`config.mk`:
```
export PLATFORM = sky130hd
export DESIGN_NAME = dirhome_ctrl
export DESIGN_NICKNAME = d
export VERILOG_FILES = /design/src/rtl/dirhome_pkg.sv /design/src/rtl/dirhome_low_pick.sv /design/src/rtl/dirhome_entry_table.sv /design/src/rtl/dirhome_data_store.sv /design/src/rtl/dirhome_ctrl.sv
export SDC_FILE = /design/constraint.sdc
export NUM_CORES = 1
export LEC_CHECK = 0
export BUFFER_PORTS_ARGS = -buffer_cell sky130_fd_sc_hd__buf_2
export CORE_MARGIN = 1
export CORE_UTILIZATION = 61
export CTS_CLUSTER_SIZE = 40
export DETAILED_ROUTE_END_ITERATION = 8
export GPL_ROUTABILITY_DRIVEN = 0
export GPL_TIMING_DRIVEN = 0
export PLACE_DENSITY = 0.85
export SLEW_MARGIN = 25
export SYNTH_ARGS = -nofsm -noshare
export SYNTH_HDL_FRONTEND = slang
export SYNTH_SLANG_ARGS = --single-unit
```
`constraint.sdc`:
```
create_clock -name clk -period 5.25 [get_ports clk]
set_clock_uncertainty 0.2 [all_clocks]
set_input_delay 0 -clock clk [delete_from_list [all_inputs] [get_ports clk]]
set_output_delay 0 -clock clk [all_outputs]
set_load 0.05 [all_outputs]
```
`src/rtl/dirhome_pkg.sv`:
```
package dirhome_pkg;

    typedef enum logic [1:0] {
        DIR_UNC = 2'd0,
        DIR_SHR = 2'd1,
        DIR_EXC = 2'd2
    } dir_state_e;

    typedef enum logic [1:0] {
        RQ_READ  = 2'd0,
        RQ_WRITE = 2'd1,
        RQ_WBACK = 2'd2
    } req_kind_e;

    typedef enum logic [1:0] {
        MK_REPLY     = 2'd0,
        MK_INVAL     = 2'd1,
        MK_FETCH     = 2'd2,
        MK_FETCH_INV = 2'd3
    } msg_kind_e;

    typedef enum logic [2:0] {
        ST_IDLE,
        ST_DECIDE,
        ST_INV,
        ST_FETCH,
        ST_WAIT,
        ST_REPLY
    } ctl_state_e;

    function automatic logic is_fetch_kind(input logic [1:0] k);
        return (k == MK_FETCH) || (k == MK_FETCH_INV);
    endfunction

endpackage

```
`src/rtl/dirhome_low_pick.sv`:
```
module dirhome_low_pick #(
    parameter int N = 4,
    localparam int IW = $clog2(N)
) (
    input  logic [N-1:0]  mask,
    output logic          found,
    output logic [IW-1:0] idx
);
    always_comb begin
        found = 1'b0;
        idx   = '0;
        for (int i = N - 1; i >= 0; i--) begin
            if (mask[i]) begin
                found = 1'b1;
                idx   = IW'(i);
            end
        end
    end
endmodule

```
`src/rtl/dirhome_entry_table.sv`:
```
module dirhome_entry_table
    import dirhome_pkg::*;
#(
    parameter int NBLK  = 8,
    parameter int NPROC = 4,
    localparam int BW   = $clog2(NBLK)
) (
    input  logic             clk,
    input  logic             rst,
    input  logic [BW-1:0]    rd_idx,
    output dir_state_e       rd_state,
    output logic [NPROC-1:0] rd_sharers,
    input  logic             wr_en,
    input  logic [BW-1:0]    wr_idx,
    input  dir_state_e       wr_state,
    input  logic [NPROC-1:0] wr_sharers
);
    dir_state_e       st_mem [NBLK];
    logic [NPROC-1:0] sh_mem [NBLK];

    always_ff @(posedge clk) begin
        if (rst) begin
            for (int i = 0; i < NBLK; i++) begin
                st_mem[i] <= DIR_UNC;
                sh_mem[i] <= '0;
            end
        end else if (wr_en) begin
            st_mem[wr_idx] <= wr_state;
            sh_mem[wr_idx] <= wr_sharers;
        end
    end

    assign rd_state   = st_mem[rd_idx];
    assign rd_sharers = sh_mem[rd_idx];

    // an Exclusive entry always names exactly one owner
    p_excl_one_owner_r7: assert property (@(posedge clk) disable iff (rst)
        (wr_en && wr_state == DIR_EXC) |-> $onehot(wr_sharers));

    // an Uncached entry is written with an empty sharer vector
    p_unc_empty_r8: assert property (@(posedge clk) disable iff (rst)
        (wr_en && wr_state == DIR_UNC) |-> (wr_sharers == '0));
endmodule

```
`src/rtl/dirhome_data_store.sv`:
```
module dirhome_data_store #(
    parameter int NBLK   = 8,
    parameter int DATA_W = 32,
    localparam int BW    = $clog2(NBLK)
) (
    input  logic              clk,
    input  logic              rst,
    input  logic [BW-1:0]     rd_idx,
    output logic [DATA_W-1:0] rd_data,
    input  logic              wr_en,
    input  logic [BW-1:0]     wr_idx,
    input  logic [DATA_W-1:0] wr_data
);
    logic [DATA_W-1:0] mem [NBLK];

    always_ff @(posedge clk) begin
        if (rst) begin
            for (int i = 0; i < NBLK; i++) mem[i] <= '0;
        end else if (wr_en) begin
            mem[wr_idx] <= wr_data;
        end
    end

    assign rd_data = mem[rd_idx];
endmodule

```
`src/rtl/dirhome_ctrl.sv`:
```
module dirhome_ctrl
    import dirhome_pkg::*;
#(
    parameter int NPROC  = 4,
    parameter int NBLK   = 8,
    parameter int DATA_W = 32,
    localparam int PID_W = $clog2(NPROC),
    localparam int BLK_W = $clog2(NBLK)
) (
    input  logic              clk,
    input  logic              rst,
    input  logic              req_valid,
    output logic              req_ready,
    input  logic [1:0]        req_kind,
    input  logic [PID_W-1:0]  req_src,
    input  logic [BLK_W-1:0]  req_blk,
    input  logic [DATA_W-1:0] req_data,
    output logic              msg_valid,
    input  logic              msg_ready,
    output logic [1:0]        msg_kind,
    output logic [PID_W-1:0]  msg_dst,
    output logic [BLK_W-1:0]  msg_blk,
    output logic [DATA_W-1:0] msg_data,
    input  logic              fill_valid,
    input  logic [DATA_W-1:0] fill_data
);
    ctl_state_e        st;
    logic [1:0]        rq_kind;
    logic [PID_W-1:0]  rq_src;
    logic [BLK_W-1:0]  rq_blk;
    logic [DATA_W-1:0] rq_data;
    logic [PID_W-1:0]  owner_q;
    logic              fetch_inv_q;
    logic [NPROC-1:0]  inv_mask;
    dir_state_e        nx_state;
    logic [NPROC-1:0]  nx_sh;

    dir_state_e        ent_state;
    logic [NPROC-1:0]  ent_sh;
    logic [DATA_W-1:0] mem_rd;
    logic [NPROC-1:0]  src_bit;
    logic              own_found, inv_found;
    logic [PID_W-1:0]  own_idx, inv_idx;
    logic              wb_take;
    logic              msg_fire;

    logic              tbl_we;
    dir_state_e        tbl_wstate;
    logic [NPROC-1:0]  tbl_wsh;
    logic              dat_we;
    logic [DATA_W-1:0] dat_wdata;

    assign src_bit  = {{(NPROC-1){1'b0}}, 1'b1} << rq_src;
    assign wb_take  = (rq_kind == RQ_WBACK) && (ent_state == DIR_EXC) && ent_sh[rq_src];
    assign msg_fire = msg_valid && msg_ready;

    dirhome_entry_table #(.NBLK(NBLK), .NPROC(NPROC)) u_table (
        .clk(clk), .rst(rst),
        .rd_idx(rq_blk), .rd_state(ent_state), .rd_sharers(ent_sh),
        .wr_en(tbl_we), .wr_idx(rq_blk), .wr_state(tbl_wstate), .wr_sharers(tbl_wsh)
    );

    dirhome_data_store #(.NBLK(NBLK), .DATA_W(DATA_W)) u_data (
        .clk(clk), .rst(rst),
        .rd_idx(rq_blk), .rd_data(mem_rd),
        .wr_en(dat_we), .wr_idx(rq_blk), .wr_data(dat_wdata)
    );

    dirhome_low_pick #(.N(NPROC)) u_owner_pick (
        .mask(ent_sh), .found(own_found), .idx(own_idx)
    );

    dirhome_low_pick #(.N(NPROC)) u_inv_pick (
        .mask(inv_mask), .found(inv_found), .idx(inv_idx)
    );

    // Sequencer
    always_ff @(posedge clk) begin
        if (rst) begin
            st          <= ST_IDLE;
            rq_kind     <= '0;
            rq_src      <= '0;
            rq_blk      <= '0;
            rq_data     <= '0;
            owner_q     <= '0;
            fetch_inv_q <= 1'b0;
            inv_mask    <= '0;
            nx_state    <= DIR_UNC;
            nx_sh       <= '0;
        end else begin
            unique case (st)
                ST_IDLE: begin
                    if (req_valid) begin
                        rq_kind <= req_kind;
                        rq_src  <= req_src;
                        rq_blk  <= req_blk;
                        rq_data <= req_data;
                        st      <= ST_DECIDE;
                    end
                end
                ST_DECIDE: begin
                    owner_q <= own_idx;
                    unique case (rq_kind)
                        RQ_READ: begin
                            nx_state    <= DIR_SHR;
                            fetch_inv_q <= 1'b0;
                            if (ent_state == DIR_EXC) begin
                                nx_sh <= ent_sh | src_bit;
                                st    <= ST_FETCH;
                            end else begin
                                nx_sh <= (ent_state == DIR_UNC) ? src_bit : (ent_sh | src_bit);
                                st    <= ST_REPLY;
                            end
                        end
                        RQ_WRITE: begin
                            nx_state    <= DIR_EXC;
                            nx_sh       <= src_bit;
                            fetch_inv_q <= 1'b1;
                            if (ent_state == DIR_EXC) begin
                                st <= ST_FETCH;
                            end else if (ent_state == DIR_SHR) begin
                                inv_mask <= ent_sh & ~src_bit;
                                st       <= ST_INV;
                            end else begin
                                st <= ST_REPLY;
                            end
                        end
                        default: st <= ST_IDLE;
                    endcase
                end
                ST_INV: begin
                    if (!inv_found) begin
                        st <= ST_REPLY;
                    end else if (msg_ready) begin
                        inv_mask[inv_idx] <= 1'b0;
                    end
                end
                ST_FETCH: begin
                    if (msg_ready) st <= ST_WAIT;
                end
                ST_WAIT: begin
                    if (fill_valid) st <= ST_REPLY;
                end
                ST_REPLY: begin
                    if (msg_ready) st <= ST_IDLE;
                end
                default: st <= ST_IDLE;
            endcase
        end
    end

    // Directory and memory write ports
    always_comb begin
        tbl_we     = 1'b0;
        tbl_wstate = nx_state;
        tbl_wsh    = nx_sh;
        dat_we     = 1'b0;
        dat_wdata  = rq_data;
        if (st == ST_REPLY && msg_ready) begin
            tbl_we = 1'b1;
        end else if (st == ST_DECIDE && wb_take) begin
            tbl_we     = 1'b1;
            tbl_wstate = DIR_UNC;
            tbl_wsh    = '0;
        end
        if (st == ST_DECIDE && wb_take) begin
            dat_we = 1'b1;
        end else if (st == ST_WAIT && fill_valid) begin
            dat_we    = 1'b1;
            dat_wdata = fill_data;
        end
    end

    // Outgoing message
    always_comb begin
        msg_valid = 1'b0;
        msg_kind  = MK_REPLY;
        msg_dst   = rq_src;
        msg_data  = '0;
        unique case (st)
            ST_INV: begin
                msg_valid = inv_found;
                msg_kind  = MK_INVAL;
                msg_dst   = inv_idx;
            end
            ST_FETCH: begin
                msg_valid = 1'b1;
                msg_kind  = fetch_inv_q ? MK_FETCH_INV : MK_FETCH;
                msg_dst   = owner_q;
            end
            ST_REPLY: begin
                msg_valid = 1'b1;
                msg_data  = mem_rd;
            end
            default: ;
        endcase
    end

    assign msg_blk   = rq_blk;
    assign req_ready = (st == ST_IDLE);

    // an offered message holds still until taken
    p_msg_hold_r11: assert property (@(posedge clk) disable iff (rst)
        (msg_valid && !msg_ready) |=> (msg_valid && $stable(msg_kind)
            && $stable(msg_dst) && $stable(msg_data) && $stable(msg_blk)));

    // once a fetch leaves, no new request is taken in the next cycle
    p_fetch_holdoff_r10: assert property (@(posedge clk) disable iff (rst)
        (msg_fire && is_fetch_kind(msg_kind)) |=> !req_ready);

    // the requester never receives its own invalidation
    p_inv_not_self_r5: assert property (@(posedge clk) disable iff (rst)
        (msg_valid && msg_kind == MK_INVAL) |-> (msg_dst != rq_src));

    // a write-back produces no message in the following cycle
    p_wb_silent_r8: assert property (@(posedge clk) disable iff (rst)
        (st == ST_DECIDE && rq_kind == RQ_WBACK) |=> !msg_valid);

    // non-reply messages carry zero data
    p_zero_data_r12: assert property (@(posedge clk) disable iff (rst)
        (msg_valid && msg_kind != MK_REPLY) |-> (msg_data == '0));
endmodule

```
# Word level (Yosys, flattened, before mapping)
# Memory sizes are Yosys's and may differ from the RTL's. A register that Yosys moved wholly into a read port is not among the register bits.
# Index checks and enable logic that the tools add are counted.
dict set report totals {
  register_bits 55
  mem_bits_rw 304
  inputBits 76
  output_inout_bits 41
  word_cells 135
  n_memories 3
}
dict set report classes {
  magnitude_cmp 3
  n_eq_ne 19
  n_shift 1
  mux 75
  n_bitwise 5
  reduce_logical 19
}
# name words width rd rd_clocked_by_memory_dff write_ports line_no
set mem_list {}
lappend mem_list {u_data.mem 8 32 1 1 8 dirhome_data_store.sv:14} ;# logic [DATA_W-1:0] mem [NBLK];
lappend mem_list {u_table.sh_mem 8 4 1 1 8 dirhome_entry_table.sv:19} ;# logic [NPROC-1:0] sh_mem [NBLK];
lappend mem_list {u_table.st_mem 8 2 1 1 8 dirhome_entry_table.sv:18} ;# dir_state_e st_mem [NBLK];
# cell count
set op_table {}
lappend op_table {{$mux 32} 4}
lappend op_table {{$mux 3} 17}
lappend op_table {{$mux 4} 10}
lappend op_table {{$reduce_or 32->1} 1}
lappend op_table {{$mux 1} 22}
lappend op_table {{$mux 2} 11}
lappend op_table {{$ne 2x2->1 const B} 9}
lappend op_table {{$pmux 3 s6} 1}
lappend op_table {{$pmux 4 s2} 2}
lappend op_table {{$pmux 2 s2} 3}
lappend op_table {{$and 4x4->4} 2}
lappend op_table {{$not 4->4} 2}
lappend op_table {{$eq 3x2->1 const B} 2}
lappend op_table {{$eq 3x3->1 const B} 2}
lappend op_table {{$logic_and 1x1->1} 6}
lappend op_table {{$lt 2x3->1 const B} 2}
lappend op_table {{$pmux 3 s2} 1}
lappend op_table {{$reduce_and 6->1} 1}
lappend op_table {{$reduce_and 5->1} 1}
lappend op_table {{$eq 2x1->1 const B} 2}
lappend op_table {{$eq 2x2->1 const B} 2}
lappend op_table {{$logic_not 2->1} 2}
lappend op_table {{$or 4x4->4} 1}
lappend op_table {{$pmux 1 s2} 2}
lappend op_table {{other kinds (11)} 14}

# Longest topological paths before layout
# Gate-level depths: netlist (run 1).
dict set report depth {
  depth_word 13
  mapped_depth 14
  mapped_depth_nobuf 10
}

# Modules after synthesis
# A second synthesis (run 1) with hierarchy kept.
dict set report hier_totals {
  hier_cells 1266
  hier_area_um2 16711.0
}
# module n_inst cells_each area_each_um2
set modules_own_cells {}
lappend modules_own_cells {dirhome_data_store 1 729 11451.0}
lappend modules_own_cells {dirhome_ctrl 1 376 2944.1}
lappend modules_own_cells {dirhome_entry_table 1 147 2245.9}
lappend modules_own_cells {dirhome_low_pick 2 7 35.0}

# Least setup slack after synthesis (run 1)
# Ideal clock, no wire load.
dict set report synth_path {
  path_kind {flip-flop to flip-flop}
  startpoint {reg (tool-made name)}
  endpoint {mem u_data.mem[3][0] (enable)}
  setup_ns 0.389
  arrival_time_ns 3.434
  slack_ns 1.227
  path_stages_with_launch 13
  n_path_buf 4
  period_less_slack_ns 4.023
  cell_sequence {dfxtp_1 buf_6 buf_2 buf_2 mux4_2 nand2_1 and2_1 ha_1 nand2_1 nor3_2 buf_2 o2111ai_1 nand2_1}
}
# item line_no
set synth_lines {}
lappend synth_lines {{to (decl)} dirhome_data_store.sv:14}

==> impl_metrics.env, run 1 <==
export IMPL_post_cts_buffers=0
export IMPL_final_cell_mix="edfxtp_1 (304), a21oi_1 (243), nand2_1 (187), buf_2 (143)"
export IMPL_hold_violations=0
export IMPL_tightest_slew_ps=1050
export IMPL_die_height_um=168
export IMPL_max_freq_mhz=203
export IMPL_gr_total_overflow=0
export IMPL_core_area_sq_um=27000
export IMPL_fin_cells=1948
export IMPL_layout_commonest_cell="edfxtp_1"
export IMPL_power_frac_comb_pct=19.7
export IMPL_rsz0062_at_grt="no"
export IMPL_post_cts_resize_count=0
export IMPL_cts_sinks=361
export IMPL_worstHoldStart="req_data[13]"
export IMPL_hpwl_mm=32.3
export IMPL_syn_avg_cell_area_sq_um=12.5
export IMPL_viasPerCell=6.91
export IMPL_grt_start_max_net_pins=23
export IMPL_routedWlPerCell_um=25.8
export IMPL_dpl_cell_area_sq_um=18000
export IMPL_yosysTopAreaCellShare_pct=54.4
export IMPL_crit_path_max_fanout=18
export IMPL_diodes=0
export IMPL_synth_area_leader_cell="edfxtp_1"
export IMPL_numCtsBuffers=38
export IMPL_yosysWarnings=0
export IMPL_grt_pass1_vias=13500
export IMPL_min_period_over_period_pct=93.7
export IMPL_crit_arrival_ps=4950
export IMPL_p_per_area_nw_per_um2=378
export IMPL_maxSlewViolCount=0
export IMPL_ys_seq_area_share_pct=61.2
export IMPL_clockRootBuffer="clkbuf_16"
export IMPL_leakagePower_uw=0.00669
export IMPL_grt_pass1_wl_mm=75.9
export IMPL_drt_first_iter_violations=2065
export IMPL_row_count=60
export IMPL_grt_usage_pct=35.9
export IMPL_synth_edf_count=304
export IMPL_async_flop_share_pct=0
export IMPL_cts_htree_levels=2
export IMPL_path_clk_slew_ps=60
export IMPL_ir_drop_uv=260
export IMPL_hp_class="in2reg"
export IMPL_drc=0
export IMPL_post_route_util_pct=74.2
export IMPL_first_pass_iters=8
export IMPL_period_needed_ps=4920
export IMPL_start_kind="flop"
export IMPL_seqPwrFrac_pct=44.2
export IMPL_seq_area_sq_um=10300
export IMPL_final_nets=1656
export IMPL_fin_setup_tns_ps=0
export IMPL_ctsHoldBuffers=75
export IMPL_layout_drive_gt1_share_pct=20.4
export IMPL_portBuffers=116
export IMPL_setup_violations=0
export IMPL_antenna_left=0
export IMPL_criticalPathCategory="reg2reg"
export IMPL_start_util_pct=62.3
export IMPL_netlist_instances=1338
export IMPL_insertion_delay_ps=530
export IMPL_relSlewSlack_pct=27.9
export IMPL_whs_ps=53.6
export IMPL_syn_area_sq_um=16800
export IMPL_p_sw_uw=2240
export IMPL_multi_input_area_sq_um=5910
export IMPL_fillCellCount=1631
export IMPL_dp_cells=1803
export IMPL_syn_to_final_growth_pct=19.1
export IMPL_stdcell_area_sq_um=20000
export IMPL_num_vias=13500
export IMPL_status="finished clean"
export IMPL_ys_ff_latch=361
export IMPL_swShare_pct=29.7
export IMPL_cts_tree="built"
export IMPL_p_int_uw=5310
export IMPL_clockBufferDepth=3
export IMPL_grt_antenna_before_repair=0
export IMPL_cp_required_ps=5280
export IMPL_netlist_top_cells_area="edfxtp_1 (54%), mux4_2 (9.4%), a21oi_1 (7.2%)"
export IMPL_routed_wl_mm=50.2
export IMPL_syn_nets=1417
export IMPL_synth_ff_type="edfxtp_1"
export IMPL_die_area_sq_um=28200
export IMPL_power_frac_clock_pct=36.1
export IMPL_die_x_um=168
export IMPL_max_cap_violations=0
export IMPL_ioPinCount=117
export IMPL_ys_types=54
export IMPL_cp_end_kind="flop"
stage by stage:
stage | setup WS (ps) | total power [uW]
after floorplan | 1230 | 4320
after global placement | 2.45 | 4700
after detailed placement | 613 | 4770
after CTS | 516 | 7450
after global routing | 246 | 7720
final | 329 | 7560
final timing paths:
check                            to  slack [ps]  cells past startpoint
setup / recovery  u_data.mem[3][24]         330                     12
hold / removal          rq_data[13]          50                      4
setup reg to reg  u_data.mem[3][24]         330                     12
hold reg to reg         rq_data[30]         250                      2
sequential cells by signal, indices dropped and copies added, names as in the netlist, named ones only:
name / flops
nx_sh: 4
u_data.mem: 256
rq_src: 2
u_table.sh_mem: 32
u_table.st_mem: 16
st: 3
rq_data: 32
inv_mask: 4
rq_kind: 2
msg_blk: 3
owner_q: 2
fetch_inv_q: 1
nx_state: 1
layer usage:
metal | GRT usage [%] | routed length [um] | vias up
li1 | - | - | 5595
met1 | 44.9 | 16900 | 6446
met2 | 59.3 | 24300 | 1169
met3 | 8.09 | 6470 | 255
met4 | 17.9 | 2580 | 0
met5 | 0 | 0 | -
cell families (layout without fill, tap and decap cells):
| family | Yosys count | after routing | share of synthesized area [%] |
|---|---|---|---|
| adder cells (fa/ha/maj) | 3 | 3 | 0.224 |
| flip-flops | 361 | 361 | 61.2 |
| AO/OA/AOI/OAI | 401 | 401 | 14.7 |
| multiplexers | 121 | 121 | 12.5 |
| AND/OR/NAND/NOR | 312 | 312 | 7.66 |
| buffers and inverters | 140 | 409 | 3.73 |
synth_stat cells, types with 10 or more instances:
library cell / count
mux4_2: 70
dfxtp_1: 57
inv_1: 11
nand2_1: 195
a21oi_2: 10
mux2_2: 11
buf_2: 27
clkbuf_1: 84
nand3_1: 12
a211oi_1: 98
nor2_1: 67
edfxtp_1: 304
mux2i_1: 39
a21oi_1: 243
layout make-up:
cell class | instances | area share (%)
Buffer | 128 | 2.91
Clock buffer | 61 | 5.86
Clock inverter | 9 | 0.369
Inverter | 12 | 0.225
Multi-Input combinational cell | 837 | 29.6
Sequential cell | 361 | 51.3
Tap cell | 341 | 2.13
Timing Repair Buffer | 199 | 7.61
worst max-delay path, cell delays in order, from the launching register on:
cell,delay (ps)
dfxtp_1,330
clkbuf_1,570
clkbuf_1,680
mux4_2,430
nand2_1,90
and2_1,290
ha_1,280
nand2_1,80
nor3_2,390
buf_2,340
o2111ai_1,230
nand2_2,460
buf_16,230
power groups by stage:
stage	Clock, uW	Sequential, uW	Combinational (uW)
floorplan	0	3380	944
CTS	2680	3340	1440
finish	2730	3340	1490
global placement	0	3390	1320
detailed placement	0	3390	1380
global route	2810	3350	1560
(Power assumes the default switching activity.)
==> run 2, diff against run 1 <==
ABC_AREA = 1   (was not set)
SYNTH_HIERARCHICAL = 1   (was not set)
==> impl_metrics.env, run 2 <==
export IMPL_drt_first_iter_violations=2229
export IMPL_cp_end_kind="flop"
export IMPL_start_kind="flop"
export IMPL_core_area_sq_um=29000
export IMPL_power_frac_comb_pct=34.4
export IMPL_num_vias=16400
export IMPL_grt_pass1_wl_mm=85.4
export IMPL_rsz0062_at_grt="no"
export IMPL_fin_ws_ps=709
export IMPL_fin_setup_tns_ps=0
export IMPL_final_cell_mix="nand2_1 (561), inv_1 (452), nor2_1 (411), edfxtp_1 (304), nand3_1 (168)"
export IMPL_syn_area_sq_um=18200
export IMPL_period_needed_ps=4540
export IMPL_syn_avg_cell_area_sq_um=8.11
export IMPL_fillCellCount=1831
export IMPL_leakagePower_uw=0.0102
export IMPL_crit_path_cell_trace="buf_6 -> buf_2 -> nand2_1 -> nand3_1 -> nand2_1 -> nand2_1 -> nand2_1 -> inv_1 -> ha_1 -> nand4_1 -> nor2_2 -> inv_1 -> nand2_1 -> nand2_4 -> nor2_4 -> nand2_2 -> buf_6 -> nand2_2 -> buf_16"
export IMPL_worstHoldStart="fill_data[31]"
export IMPL_clockBufferDepth=3
export IMPL_portBuffers=116
export IMPL_cts_htree_levels=2
export IMPL_start_util_pct=62.7
export IMPL_p_per_area_nw_per_um2=410
export IMPL_clockRootBuffer="clkbuf_16"
export IMPL_insertion_delay_ps=530
export IMPL_netlist_instances=2243
export IMPL_dpl_cell_area_sq_um=19500
export IMPL_criticalPathCategory="reg2reg"
export IMPL_path_common_cell="nand2_1"
export IMPL_relSlewSlack_pct=33.6
export IMPL_ir_drop_uv=422
export IMPL_multi_input_area_sq_um=5580
export IMPL_r2r_start="msg_blk[0]"
export IMPL_hpwl_mm=33.1
export IMPL_routed_wl_mm=55.0
export IMPL_post_route_util_pct=75.4
export IMPL_cts_sinks=358
export IMPL_largest_register="u_data/mem"
export IMPL_ioPinCount=117
export IMPL_post_cts_resize_count=0
export IMPL_row_count=62
export IMPL_regToRegSetupSlack_ps=710
export IMPL_top_regs="u_data/mem (256), rq_data (32), u_table/sh_mem (32)"
export IMPL_syn_to_final_growth_pct=20.3
export IMPL_r2r_cells=19
export IMPL_layout_drive_gt1_share_pct=11.6
export IMPL_maxSlewViolCount=0
export IMPL_max_freq_mhz=220
export IMPL_stdcell_area_sq_um=21900
export IMPL_grt_usage_pct=36.5
export IMPL_viasPerCell=5.57
export IMPL_syn_nets=2323
export IMPL_status="finished clean"
export IMPL_yosysWarnings=6
export IMPL_largest_reg_flops=256
export IMPL_seq_area_sq_um=10200
export IMPL_final_nets=2618
export IMPL_setup_violations=0
export IMPL_grt_start_max_net_pins=27
export IMPL_seqPwrFrac_pct=38.4
export IMPL_whs_ps=46.9
export IMPL_path_clk_slew_ps=60
export IMPL_reg2reg_to="u_data/mem[5][9]"
export IMPL_swShare_pct=37.8
export IMPL_antenna_left=0
export IMPL_hold_violations=0
export IMPL_layout_commonest_cell="nand2_1"
export IMPL_routedWlPerCell_um=18.7
export IMPL_gr_total_overflow=0
export IMPL_p_sw_uw=3390
export IMPL_numCtsBuffers=38
export IMPL_min_period_over_period_pct=86.5
export IMPL_crit_arrival_ps=4560
export IMPL_crit_path_max_fanout=17
export IMPL_die_area_sq_um=30500
export IMPL_min_to="u_data/mem[4][31]"
export IMPL_p_int_uw=5590
export IMPL_drc=0
export IMPL_max_cap_violations=0
export IMPL_die_x_um=175
export IMPL_first_pass_iters=7
export IMPL_hp_class="in2reg"
export IMPL_die_height_um=175
export IMPL_worst_path_max_delay_cell="dfxtp_1"
export IMPL_grt_pass1_vias=16500
export IMPL_cp_required_ps=5270
export IMPL_post_place_ws_ps=903
export IMPL_power_frac_clock_pct=27.1
export IMPL_cp_slowest_stage_delay_ps=720
export IMPL_grt_antenna_before_repair=3
export IMPL_cts_tree="built"
export IMPL_hold_depth=5
export IMPL_tightest_slew_ps=996
## run 2: power groups by stage
stage	clock network, uW	registers (uW)	logic [uW]
floorplan	0	3480	1860
global placement	0	3490	2570
detailed placement	0	3490	2670
CTS	2440	3440	2920
global route	2540	3470	3320
finish	2440	3450	3090
## run 2: stage by stage
stage          cells  total power (uW)
2_1_floorplan   2243              5340
3_3_place_gp    2743              6060
3_5_place_dp    2751              6170
4_1_cts         2946              8790
5_1_grt         2948              9330
6_report        2948              8980
## run 2: what timing repair did
| action | 4_1_cts | 5_1_grt |
|---|---|---|
| hold buffers | 131 | 0 |
| buffers inserted | 0 | 0 |
| hold endpoints to repair | 275 | 0 |
## run 2: worst max-delay path, delay by kind of cell, from the launching register on
| family | cells | cell delay (ps) |
|---|---|---|
| and+or+nand+nor | 12 | 1870 |
| buffers and inverters | 6 | 1200 |
| DFF | 1 | 720 |
| adders and majority gates | 1 | 200 |
## run 2: layer usage
layer / share of wire (%) / GRT usage [%] / vias to the layer above / wire, um
li1: - / - / 7440 / -
met4: 6.7 / 23.4 / 0 / 3660
met5: 0 / 0 / - / 0
met3: 12 / 7.22 / 316 / 6410
met2: 48 / 61.7 / 1251 / 26500
met1: 34 / 42.5 / 7405 / 18500
## run 2: how the worst max path moves through the flow
stage	startpoint	endpoint	slack [ps]	cells after the start
final	msg_blk[0]	u_data/mem[5][9]	710	19
after floorplan	msg_blk[0]	u_data/mem[0][0]	1190	18
after global routing	msg_blk[0]	u_data/mem[5][9]	510	19
after global placement	msg_blk[0]	u_data/mem[5][4]	310	18
after detailed placement	msg_blk[0]	u_data/mem[5][4]	900	19
after CTS	msg_blk[0]	u_data/mem[5][9]	850	19
## run 2: cell type report
| class | count | share of cell area, % |
|---|---|---|
| Tap cell | 384 | 2.20 |
| Timing Repair Buffer | 255 | 9.62 |
| Clock buffer | 50 | 4.65 |
| Clock inverter | 14 | 0.320 |
| Sequential cell | 358 | 46.7 |
| Buffer | 104 | 3.21 |
| Inverter | 458 | 7.86 |
| Multi-Input combinational cell | 1323 | 25.5 |
| Antenna cell | 2 | 0.0229 |
